`config.mk`:
```
export PLATFORM = sky130hd
export DESIGN_NAME = blkcpy_engine
export DESIGN_NICKNAME = d
export VERILOG_FILES = /design/src/rtl/blkcpy_pkg.sv /design/src/rtl/blkcpy_ctrl.sv /design/src/rtl/blkcpy_regs.sv /design/src/rtl/blkcpy_refresh.sv /design/src/rtl/blkcpy_engine.sv
export SDC_FILE = /design/constraint.sdc
export NUM_CORES = 1
export LEC_CHECK = 0
export ABC_AREA = 1
export CAP_MARGIN = 20
export CORE_MARGIN = 2
export CORE_UTILIZATION = 60
export CTS_BUF_LIST = sky130_fd_sc_hd__clkbuf_2 sky130_fd_sc_hd__clkbuf_4 sky130_fd_sc_hd__clkbuf_8
export DETAILED_ROUTE_END_ITERATION = 8
export DONT_BUFFER_PORTS = 1
export GPL_TIMING_DRIVEN = 1
export PLACE_DENSITY = 0.86
export SLEW_MARGIN = 20
export SYNTH_ARGS = -nofsm -noshare
export SYNTH_HDL_FRONTEND = slang
export SYNTH_SLANG_ARGS = --single-unit
export TNS_END_PERCENT = 5
```
`constraint.sdc`:
```
create_clock -name clk -period 2.52 [get_ports clk]
set_clock_uncertainty 0.2 [all_clocks]
set_input_delay 0.504 -clock clk [delete_from_list [all_inputs] [get_ports clk]]
set_output_delay 0.504 -clock clk [all_outputs]
set_load 0.05 [all_outputs]
```
`src/rtl/blkcpy_pkg.sv`:
```
package blkcpy_pkg;
  typedef enum logic [1:0] {
    ST_IDLE  = 2'd0,
    ST_READ  = 2'd1,
    ST_WRITE = 2'd2
  } blk_state_t;

  localparam int FLG_SUB = 1;
  localparam int FLG_PV  = 2;
  localparam int FLG_HC  = 4;
endpackage

```
`src/rtl/blkcpy_ctrl.sv`:
```
module blkcpy_ctrl
  import blkcpy_pkg::*;
(
  input  logic clk,
  input  logic rst_n,
  input  logic start,
  input  logic repeat_en,
  input  logic mem_ack,
  input  logic last_xfer,
  output logic load,
  output logic rd_ack,
  output logic wr_ack,
  output logic busy,
  output logic is_write,
  output logic done,
  output logic rep_taken
);
  blk_state_t state_q, state_d;
  logic rep_q;
  logic loop_back;

  assign busy      = (state_q != ST_IDLE);
  assign is_write  = (state_q == ST_WRITE);
  assign load      = start && (state_q == ST_IDLE);
  assign rd_ack    = (state_q == ST_READ) && mem_ack;
  assign wr_ack    = (state_q == ST_WRITE) && mem_ack;
  assign loop_back = wr_ack && rep_q && !last_xfer;

  always_comb begin
    state_d = state_q;
    case (state_q)
      ST_IDLE:  if (start) state_d = ST_READ;
      ST_READ:  if (mem_ack) state_d = ST_WRITE;
      ST_WRITE: if (mem_ack) state_d = loop_back ? ST_READ : ST_IDLE;
      default:  state_d = ST_IDLE;
    endcase
  end

  always_ff @(posedge clk) begin
    if (!rst_n) begin
      state_q   <= ST_IDLE;
      rep_q     <= 1'b0;
      done      <= 1'b0;
      rep_taken <= 1'b0;
    end else begin
      state_q   <= state_d;
      if (load) rep_q <= repeat_en;
      done      <= wr_ack && !loop_back;
      rep_taken <= loop_back;
    end
  end


  done_idle_chk: assert property (@(posedge clk) disable iff (!rst_n)
    done |-> !busy);

  rep_busy_chk: assert property (@(posedge clk) disable iff (!rst_n)
    rep_taken |-> (state_q == ST_READ));

  single_stop_chk: assert property (@(posedge clk) disable iff (!rst_n)
    (wr_ack && !rep_q) |=> !busy);
endmodule

```
`src/rtl/blkcpy_regs.sv`:
```
module blkcpy_regs
  import blkcpy_pkg::*;
#(
  parameter int AW = 16,
  parameter int CW = 16,
  parameter int DW = 8,
  parameter int FW = 8
) (
  input  logic          clk,
  input  logic          rst_n,
  input  logic          load,
  input  logic          dir_down,
  input  logic [AW-1:0] src_init,
  input  logic [AW-1:0] dst_init,
  input  logic [CW-1:0] cnt_init,
  input  logic [FW-1:0] flags_init,
  input  logic          rd_ack,
  input  logic          wr_ack,
  input  logic [DW-1:0] rdata,
  output logic [AW-1:0] src_q,
  output logic [AW-1:0] dst_q,
  output logic [CW-1:0] cnt_q,
  output logic [FW-1:0] flags_q,
  output logic [DW-1:0] data_q,
  output logic          last_xfer
);
  localparam logic [CW-1:0] CNT_ONE = CW'(1);

  logic          dir_q;
  logic [AW-1:0] delta;
  logic [CW-1:0] cnt_next;
  logic [FW-1:0] flags_next;

  assign delta     = {{(AW-1){dir_q}}, 1'b1};
  assign cnt_next  = cnt_q - CNT_ONE;
  assign last_xfer = (cnt_q == CNT_ONE);

  always_comb begin
    flags_next          = flags_q;
    flags_next[FLG_SUB] = 1'b0;
    flags_next[FLG_HC]  = 1'b0;
    flags_next[FLG_PV]  = (cnt_next != '0);
  end

  always_ff @(posedge clk) begin
    if (!rst_n) begin
      src_q   <= '0;
      dst_q   <= '0;
      cnt_q   <= '0;
      flags_q <= '0;
      data_q  <= '0;
      dir_q   <= 1'b0;
    end else if (load) begin
      src_q   <= src_init;
      dst_q   <= dst_init;
      cnt_q   <= cnt_init;
      flags_q <= flags_init;
      dir_q   <= dir_down;
    end else begin
      if (rd_ack) data_q <= rdata;
      if (wr_ack) begin
        src_q   <= src_q + delta;
        dst_q   <= dst_q + delta;
        cnt_q   <= cnt_next;
        flags_q <= flags_next;
      end
    end
  end


  cnt_step_chk: assert property (@(posedge clk) disable iff (!rst_n)
    wr_ack |=> cnt_q == $past(cnt_q) - CNT_ONE);

  flag_upd_chk: assert property (@(posedge clk) disable iff (!rst_n)
    wr_ack |=> (!flags_q[FLG_SUB] && !flags_q[FLG_HC] && (flags_q[FLG_PV] == (cnt_q != '0))));

  hold_chk: assert property (@(posedge clk) disable iff (!rst_n)
    (!load && !wr_ack) |=> ($stable(src_q) && $stable(dst_q) && $stable(cnt_q) && $stable(flags_q)));

  ptr_move_chk: assert property (@(posedge clk) disable iff (!rst_n)
    wr_ack |=> (src_q - $past(src_q)) == (dst_q - $past(dst_q)));
endmodule

```
`src/rtl/blkcpy_refresh.sv`:
```
module blkcpy_refresh #(
  parameter int RW = 8
) (
  input  logic          clk,
  input  logic          rst_n,
  input  logic          load,
  input  logic [RW-1:0] init,
  input  logic          access,
  output logic [RW-1:0] rfsh_q
);
  localparam int LOW = RW - 1;

  always_ff @(posedge clk) begin
    if (!rst_n)
      rfsh_q <= '0;
    else if (load)
      rfsh_q <= init;
    else if (access)
      rfsh_q[LOW-1:0] <= rfsh_q[LOW-1:0] + 1'b1;
  end


  rfsh_msb_chk: assert property (@(posedge clk) disable iff (!rst_n)
    !load |=> rfsh_q[LOW] == $past(rfsh_q[LOW]));

  rfsh_inc_chk: assert property (@(posedge clk) disable iff (!rst_n)
    (!load && access) |=> rfsh_q[LOW-1:0] == $past(rfsh_q[LOW-1:0]) + 1'b1);
endmodule

```
`src/rtl/blkcpy_engine.sv`:
```
module blkcpy_engine #(
  parameter int AW = 16,
  parameter int CW = 16,
  parameter int DW = 8,
  parameter int FW = 8,
  parameter int RW = 8
) (
  input  logic          clk,
  input  logic          rst_n,
  input  logic          start,
  input  logic          dir_down,
  input  logic          repeat_en,
  input  logic [AW-1:0] src_init,
  input  logic [AW-1:0] dst_init,
  input  logic [CW-1:0] cnt_init,
  input  logic [FW-1:0] flags_init,
  input  logic [RW-1:0] rfsh_init,
  output logic          busy,
  output logic          done,
  output logic          rep_taken,
  output logic          mem_req,
  input  logic          mem_ack,
  output logic          mem_we,
  output logic [AW-1:0] mem_addr,
  output logic [DW-1:0] mem_wdata,
  input  logic [DW-1:0] mem_rdata,
  output logic [AW-1:0] src_ptr,
  output logic [AW-1:0] dst_ptr,
  output logic [CW-1:0] count,
  output logic [FW-1:0] flags,
  output logic [RW-1:0] rfsh
);
  logic load, rd_ack, wr_ack, is_write, last_xfer;

  blkcpy_ctrl u_ctrl (
    .clk       (clk),
    .rst_n     (rst_n),
    .start     (start),
    .repeat_en (repeat_en),
    .mem_ack   (mem_ack),
    .last_xfer (last_xfer),
    .load      (load),
    .rd_ack    (rd_ack),
    .wr_ack    (wr_ack),
    .busy      (busy),
    .is_write  (is_write),
    .done      (done),
    .rep_taken (rep_taken)
  );

  blkcpy_regs #(.AW(AW), .CW(CW), .DW(DW), .FW(FW)) u_regs (
    .clk        (clk),
    .rst_n      (rst_n),
    .load       (load),
    .dir_down   (dir_down),
    .src_init   (src_init),
    .dst_init   (dst_init),
    .cnt_init   (cnt_init),
    .flags_init (flags_init),
    .rd_ack     (rd_ack),
    .wr_ack     (wr_ack),
    .rdata      (mem_rdata),
    .src_q      (src_ptr),
    .dst_q      (dst_ptr),
    .cnt_q      (count),
    .flags_q    (flags),
    .data_q     (mem_wdata),
    .last_xfer  (last_xfer)
  );

  blkcpy_refresh #(.RW(RW)) u_rfsh (
    .clk    (clk),
    .rst_n  (rst_n),
    .load   (load),
    .init   (rfsh_init),
    .access (mem_req && mem_ack),
    .rfsh_q (rfsh)
  );

  assign mem_req  = busy;
  assign mem_we   = is_write;
  assign mem_addr = is_write ? dst_ptr : src_ptr;


  req_hold_chk: assert property (@(posedge clk) disable iff (!rst_n)
    (mem_req && !mem_ack) |=> (mem_req && $stable(mem_addr) && $stable(mem_we)));

  rd_then_wr_chk: assert property (@(posedge clk) disable iff (!rst_n)
    (mem_req && mem_ack && !mem_we) |=> (mem_req && mem_we));
endmodule

```
* Word level (Yosys, flattened, before mapping)
Index checks and enable logic that the tools add are counted.
** Word-level totals
- Flip-flop bits (word level) :: 78
- Bits of input ports :: 78
- Output and inout port bits :: 93
- Logic and storage cells :: 56
** Cells by class
- $add $sub $neg :: 4
- Equal/unequal tests :: 6
- Mux-type cells :: 16
- Bitwise logic cells :: 1
- Reductions and logical operators :: 16
** Operator list (count)
- 16-bit two-way mux :: 7
- 16-bit adder :: 2
- 16-bit by 1-bit == test with 1-bit output, second input constant :: 1
- 16-bit nonzero test :: 1
- 16-bit by 1-bit subtractor with 16-bit output, second input constant :: 1
- 7-bit two-way mux :: 2
- 8-bit two-way mux :: 1
- 7-bit by 1-bit adder with 7-bit output, second input constant :: 1
- 1-bit logical AND :: 7
- 2-bit two-way mux :: 3
- 2-bit inequality test, second input constant :: 3
- 2-bit case mux with 3 select lines :: 1
- 2-bit nonzero test :: 3
- 5-bit two-way mux :: 1
- 3-bit AND reduction :: 1
- 2-bit by 1-bit == test with 1-bit output, second input constant :: 1
- 2-bit == test, second input constant :: 1
- 1-bit zero test :: 2
- 2-bit zero test :: 1
- 2-bit AND reduction :: 1
- 1-bit two-way mux :: 1
- 1-bit inverter :: 1

* Longest topological paths before layout
- Depth in word-level cells :: 7
- Depth in mapped cells :: 13
- Depth with buffers taken out :: 13

* Modules after synthesis
A second synthesis with hierarchy kept.
** Unflattened totals
- Cell total of the unflattened synthesis :: 815
- Area, all modules :: 5424.0 µm²
** By module, submodules not included
- blkcpy_regs :: instances 1, cells an instance 666, area an instance 4466.8 µm², sequential area each 1301.2 µm²
- blkcpy_refresh :: instances 1, cells an instance 59, area an instance 446.7 µm², sequential area each 160.2 µm²
- blkcpy_engine :: instances 1, cells an instance 55, area an instance 259.0 µm², sequential area each 0.0 µm²
- blkcpy_ctrl :: instances 1, cells an instance 35, area an instance 251.5 µm², sequential area each 100.1 µm²

* Worst setup path before layout
OpenSTA, ideal clock, no wires.
- Path type :: reg-to-output
- From :: register u_regs.src_q[0]
- To :: output mem_addr[0]
- Data arrival time :: 1.950 ns
- Required time :: 1.816 ns
- Path slack :: -0.134 ns
- Cell stages (with the launch flop) :: 3
- Buffers on the path :: 0
- Cell sequence :: dfxtp_1 inv_1 o21ai_0
** Between the ends
- Longest elaborated chain between the ends :: 1
** RTL lines
- start, declared :: RTL line blkcpy_regs.sv:20 : output logic [AW-1:0] src_q,
- start signal, assigned :: RTL line blkcpy_regs.sv:54 : src_q <= src_init;
- start signal, assigned :: RTL line blkcpy_regs.sv:62 : src_q <= src_q + delta;
- 16-bit two-way mux :: RTL line blkcpy_engine.sv:82 : assign mem_addr = is_write ? dst_ptr : src_ptr;
- end, declared :: RTL line blkcpy_engine.sv:24 : output logic [AW-1:0] mem_addr,
No other way between the ends.

* Worst setup path after layout
- From :: register u_ctrl.state_q[1]
- To :: output mem_addr[5]
** Between the ends
- Longest elaborated chain between the ends :: 2
** RTL lines
- start, declared :: RTL line blkcpy_ctrl.sv:18 : blk_state_t state_q, state_d;
- start signal, assigned :: RTL line blkcpy_ctrl.sv:46 : state_q <= state_d;
- 2-bit == test :: RTL line blkcpy_ctrl.sv:23 : assign is_write = (state_q == ST_WRITE);
- 16-bit two-way mux :: RTL line blkcpy_engine.sv:82
No other way between the ends.

==> metrics.md <==
| Metric | Value |
|---|---|
| Status | finished clean |
| Critical Path AT | 1720 ps |
| TritonRoute pass-1 iters | 5 |
| Fin area | 6270 um2 |
| Setup WS post-layout | 98.2 ps |
| Async SR Flop Fraction | 0% |
| Fmax | 413 MHz |
| Critical Path, Cell by Cell | inv_2 > nor2_2 > inv_1 > nand2_1 > nand2_1 > buf_12 |
| DRC | 0 |
| Die area | 9810 um2 |
| CTS Buf Count | 9 |
| Slew Limit Fails | 0 |
| Grt total ovfl | 0 |
| First-pass GRT wire length | 27600 um |
| Clk slew on worst S/H paths | 100 ps |
| Initial Util | 62.1% |
| Fraction of layout cells with a size suffix above 1 | 13.8% |
| Yosys warns | 0 |
| Worst-margin pin slew | 715 ps |
| Sequential share of the synthesized area | 28.8% |
| Clock latency on the worst-skew pair | 370 ps |
| Hold bufs inserted after CTS | 0 |
| Ant. Diodes | 0 |
| Tcrit/Tclk final | 96.1% |
| Critical path fanouts, max | 14 |
| Die width | 99.0 um |
| Leakage | 2.98 nW |
| Max incr delay on CP | 420 ps |
| Final non-filler cell total | 1029 |
| Mapped Area | 5420 um2 |
| Clock tree from TritonCTS | done |
| Post-CTS setup buffer count | 0 |
| Vias in the first global route | 5783 |
| GRT Resource Usage Total | 34.3% |
| Placed Cells | 1013 |
| Hold Vio Cnt, Final | 0 |
| EDFF count, synth | 0 |
| Clk root buf | clkbuf_8 |
| Ys flop type | dfxtp_1 |
| IO Count | 171 |
| Final Net Count | 1028 |
| Final min period | 2420 ps |
| RSZ-0062 raised after global routing | false |
| Worst path required time | 1820 ps |
| H-Tree Depth | 3 |
| Worst setup SP type | flip-flop |
| Vias/cell | 5.81 |
| CP dominant cell by count | nand2_1 |
| Post-CTS sizing | 0 |
| I/O Buffers | 0 |
| Mapped Nets | 972 |
| Maxcap violations | 0 |
| Final count of negative-setup-slack endpoints | 0 |
| Min-Delay Path Class | in -> reg |
| CP Capture Type | primary output |
| Initial antenna violation count | 0 |
| Core box area | 8720 um2 |
| Avg WL per Cell | 16.3 um |
| Max VDD drop | 441 uV |
| Avg Inst Size Synth | 6.30 um2 |
| Total clock sinks | 78 |
| RD Place Congestion | 0.925 |
| Slowest CP cell | inv_1 |
| Largest net degree at the start of global routing | 52 |
| Area grow syn2layout | 15.7% |
| Worst path top cell family by delay | buffers and inverters |
| Vias | 5982 |
| Slew margin rel. | 52.3% |
| Detailed Place HPWL | 12700 um |
| CP Buf/Inv Count | 3 |
| Pre-CTS setup slack | 283 ps |
| Kind of critical path | reg -> out |
| DR iter-0 viols | 336 |
| Die Span Y | 99.0 um |
| Dpl cell area | 6060 um2 |
| Final WL | 16800 um |
| Yosys reg bits | 78 |
| Pwr Density | 717 nW/um2 |
| Syn Inst Count | 860 |
| Cell variety after synth | 42 |
| Cell Rows | 34 |
| Clock Tree Buf Depth | 2 |
| Antenna Nets Post-Route | 0 |
==> cell usage after synthesis (5+ instances only) <==
cell type,instances,area [um2]
clkbuf_1,11,41.3
ha_1,32,400
a21oi_1,62,310
a31oi_1,26,163
buf_1,5,18.8
a21o_1,7,52.6
o21ai_1,25,125
inv_2,8,30.0
a211oi_1,5,37.5
inv_1,55,206
nand3b_1,6,45.0
xnor2_1,5,43.8
o21ai_0,39,195
nand4_1,6,37.5
nor2_1,110,413
or2_2,5,31.3
nand3_1,46,230
nand2_1,266,998
dfxtp_1,78,1560
nand2_2,5,31.3
nor2_2,8,50.1
buf_2,10,50.1
==> registers in the layout, summed over array words and instances (netlist names) <==
signal            cells
u_regs.data_q         8
u_ctrl.rep_taken      1
u_rfsh.rfsh_q         8
u_ctrl.done           1
u_regs.dir_q          1
u_regs.dst_q         16
u_ctrl.rep_q          1
u_regs.cnt_q         16
u_regs.flags_q        8
u_ctrl.state_q        2
u_regs.src_q         16
==> layout by cell type, fill, tap and decap left out, types with 2 or more instances in the layout <==
cell type | Yosys | routed
xor2_1 | 4 | 4
a211oi_1 | 5 | 5
buf_12 | 0 | 7
nor2_2 | 8 | 8
o21ai_2 | 2 | 2
buf_4 | 4 | 69
o21ai_1 | 25 | 28
o21a_1 | 2 | 2
inv_2 | 8 | 8
nand4_1 | 6 | 6
or2_0 | 3 | 3
dfxtp_1 | 78 | 78
xnor2_1 | 5 | 5
nand2_1 | 266 | 266
fa_1 | 2 | 2
nand3_1 | 46 | 46
a21o_1 | 7 | 7
a31oi_1 | 26 | 26
o21bai_1 | 4 | 4
o21ai_0 | 39 | 36
ha_1 | 32 | 32
inv_8 | 0 | 2
nand2_2 | 5 | 5
nor2_1 | 110 | 110
a21oi_1 | 62 | 62
clkbuf_8 | 0 | 9
nand3b_1 | 6 | 6
or2_2 | 5 | 5
nor2_4 | 4 | 4
inv_1 | 55 | 55
inv_6 | 0 | 3
nor3_1 | 4 | 4
==> area by class of cell <==
| cell class | count | area [um2] |
|---|---|---|
| clock buffer | 9 | 124 |
| clock inverter | 7 | 86.3 |
| fill | 777 | 2450 |
| inverter | 64 | 240 |
| multi-input combinational | 687 | 3470 |
| sequential | 78 | 1560 |
| tap | 108 | 135 |
| timing repair buffer | 76 | 658 |
==> cells by family (layout without fill, tap and decap cells) <==
| family | Yosys count | after routing | synth area share (%) |
|---|---|---|---|
| flops | 78 | 78 | 28.8 |
| fa+ha+maj | 34 | 34 | 8.13 |
| buf+inv | 95 | 156 | 7.23 |
| simple gates | 466 | 466 | 36.0 |
| compound gates | 178 | 178 | 18.4 |
| xor+xnor | 9 | 9 | 1.45 |
==> where the power goes <==
part           switching [mW]  internal (mW)
combinational            1.27          0.576
clock                   0.571          0.483
sequential              0.241           1.36
==> worst register-to-register path: stages, from the launching register on <==
cell,delay (ps)
dfxtp_1,360
buf_4,290
ha_1,340
a21oi_1,190
nand2_1,140
nand2_1,110
nand2_1,110
nand3_1,100
nand2_1,60
nand2_1,50
nand3_1,80
nand2_1,90
a21oi_1,60
==> worst paths after layout <==
check                                        from          endpoint  slack (ps)  depth (start not counted)
worst max-delay path            u_ctrl.state_q[1]       mem_addr[5]         100                          6
worst min-delay path                        rst_n   u_regs.cnt_q[9]          50                          2
worst max register to register       u_regs.dir_q  u_regs.dst_q[15]         210                         12
worst min register to register       u_ctrl.rep_q  u_ctrl.rep_taken         320                          2
==> through the flow <==
| step | setup TNS (ps) | utilization (%) | power, mW | hold WS [ps] |
|---|---|---|---|---|
| 2_1_floorplan | -257 | - | 2.97 | 245 |
| 3_3_place_gp | 0 | 69.5 | 3.39 | 263 |
| 3_5_place_dp | 0 | 69.5 | 3.45 | 288 |
| 4_1_cts | 0 | 71.9 | 4.48 | 51.7 |
| 5_1_grt | 0 | 71.9 | 4.73 | 53.5 |
| 6_report | 0 | 71.9 | 4.50 | 52.9 |
==> per-layer routing <==
layer,track usage [%],wire (um),up-vias
li1,-,-,2946
met3,6.38,1540,40
met5,0,0,-
met2,57.4,7800,248
met1,44.6,7000,2748
met4,11.6,431,0
Power figures use the tool's default switching activity.
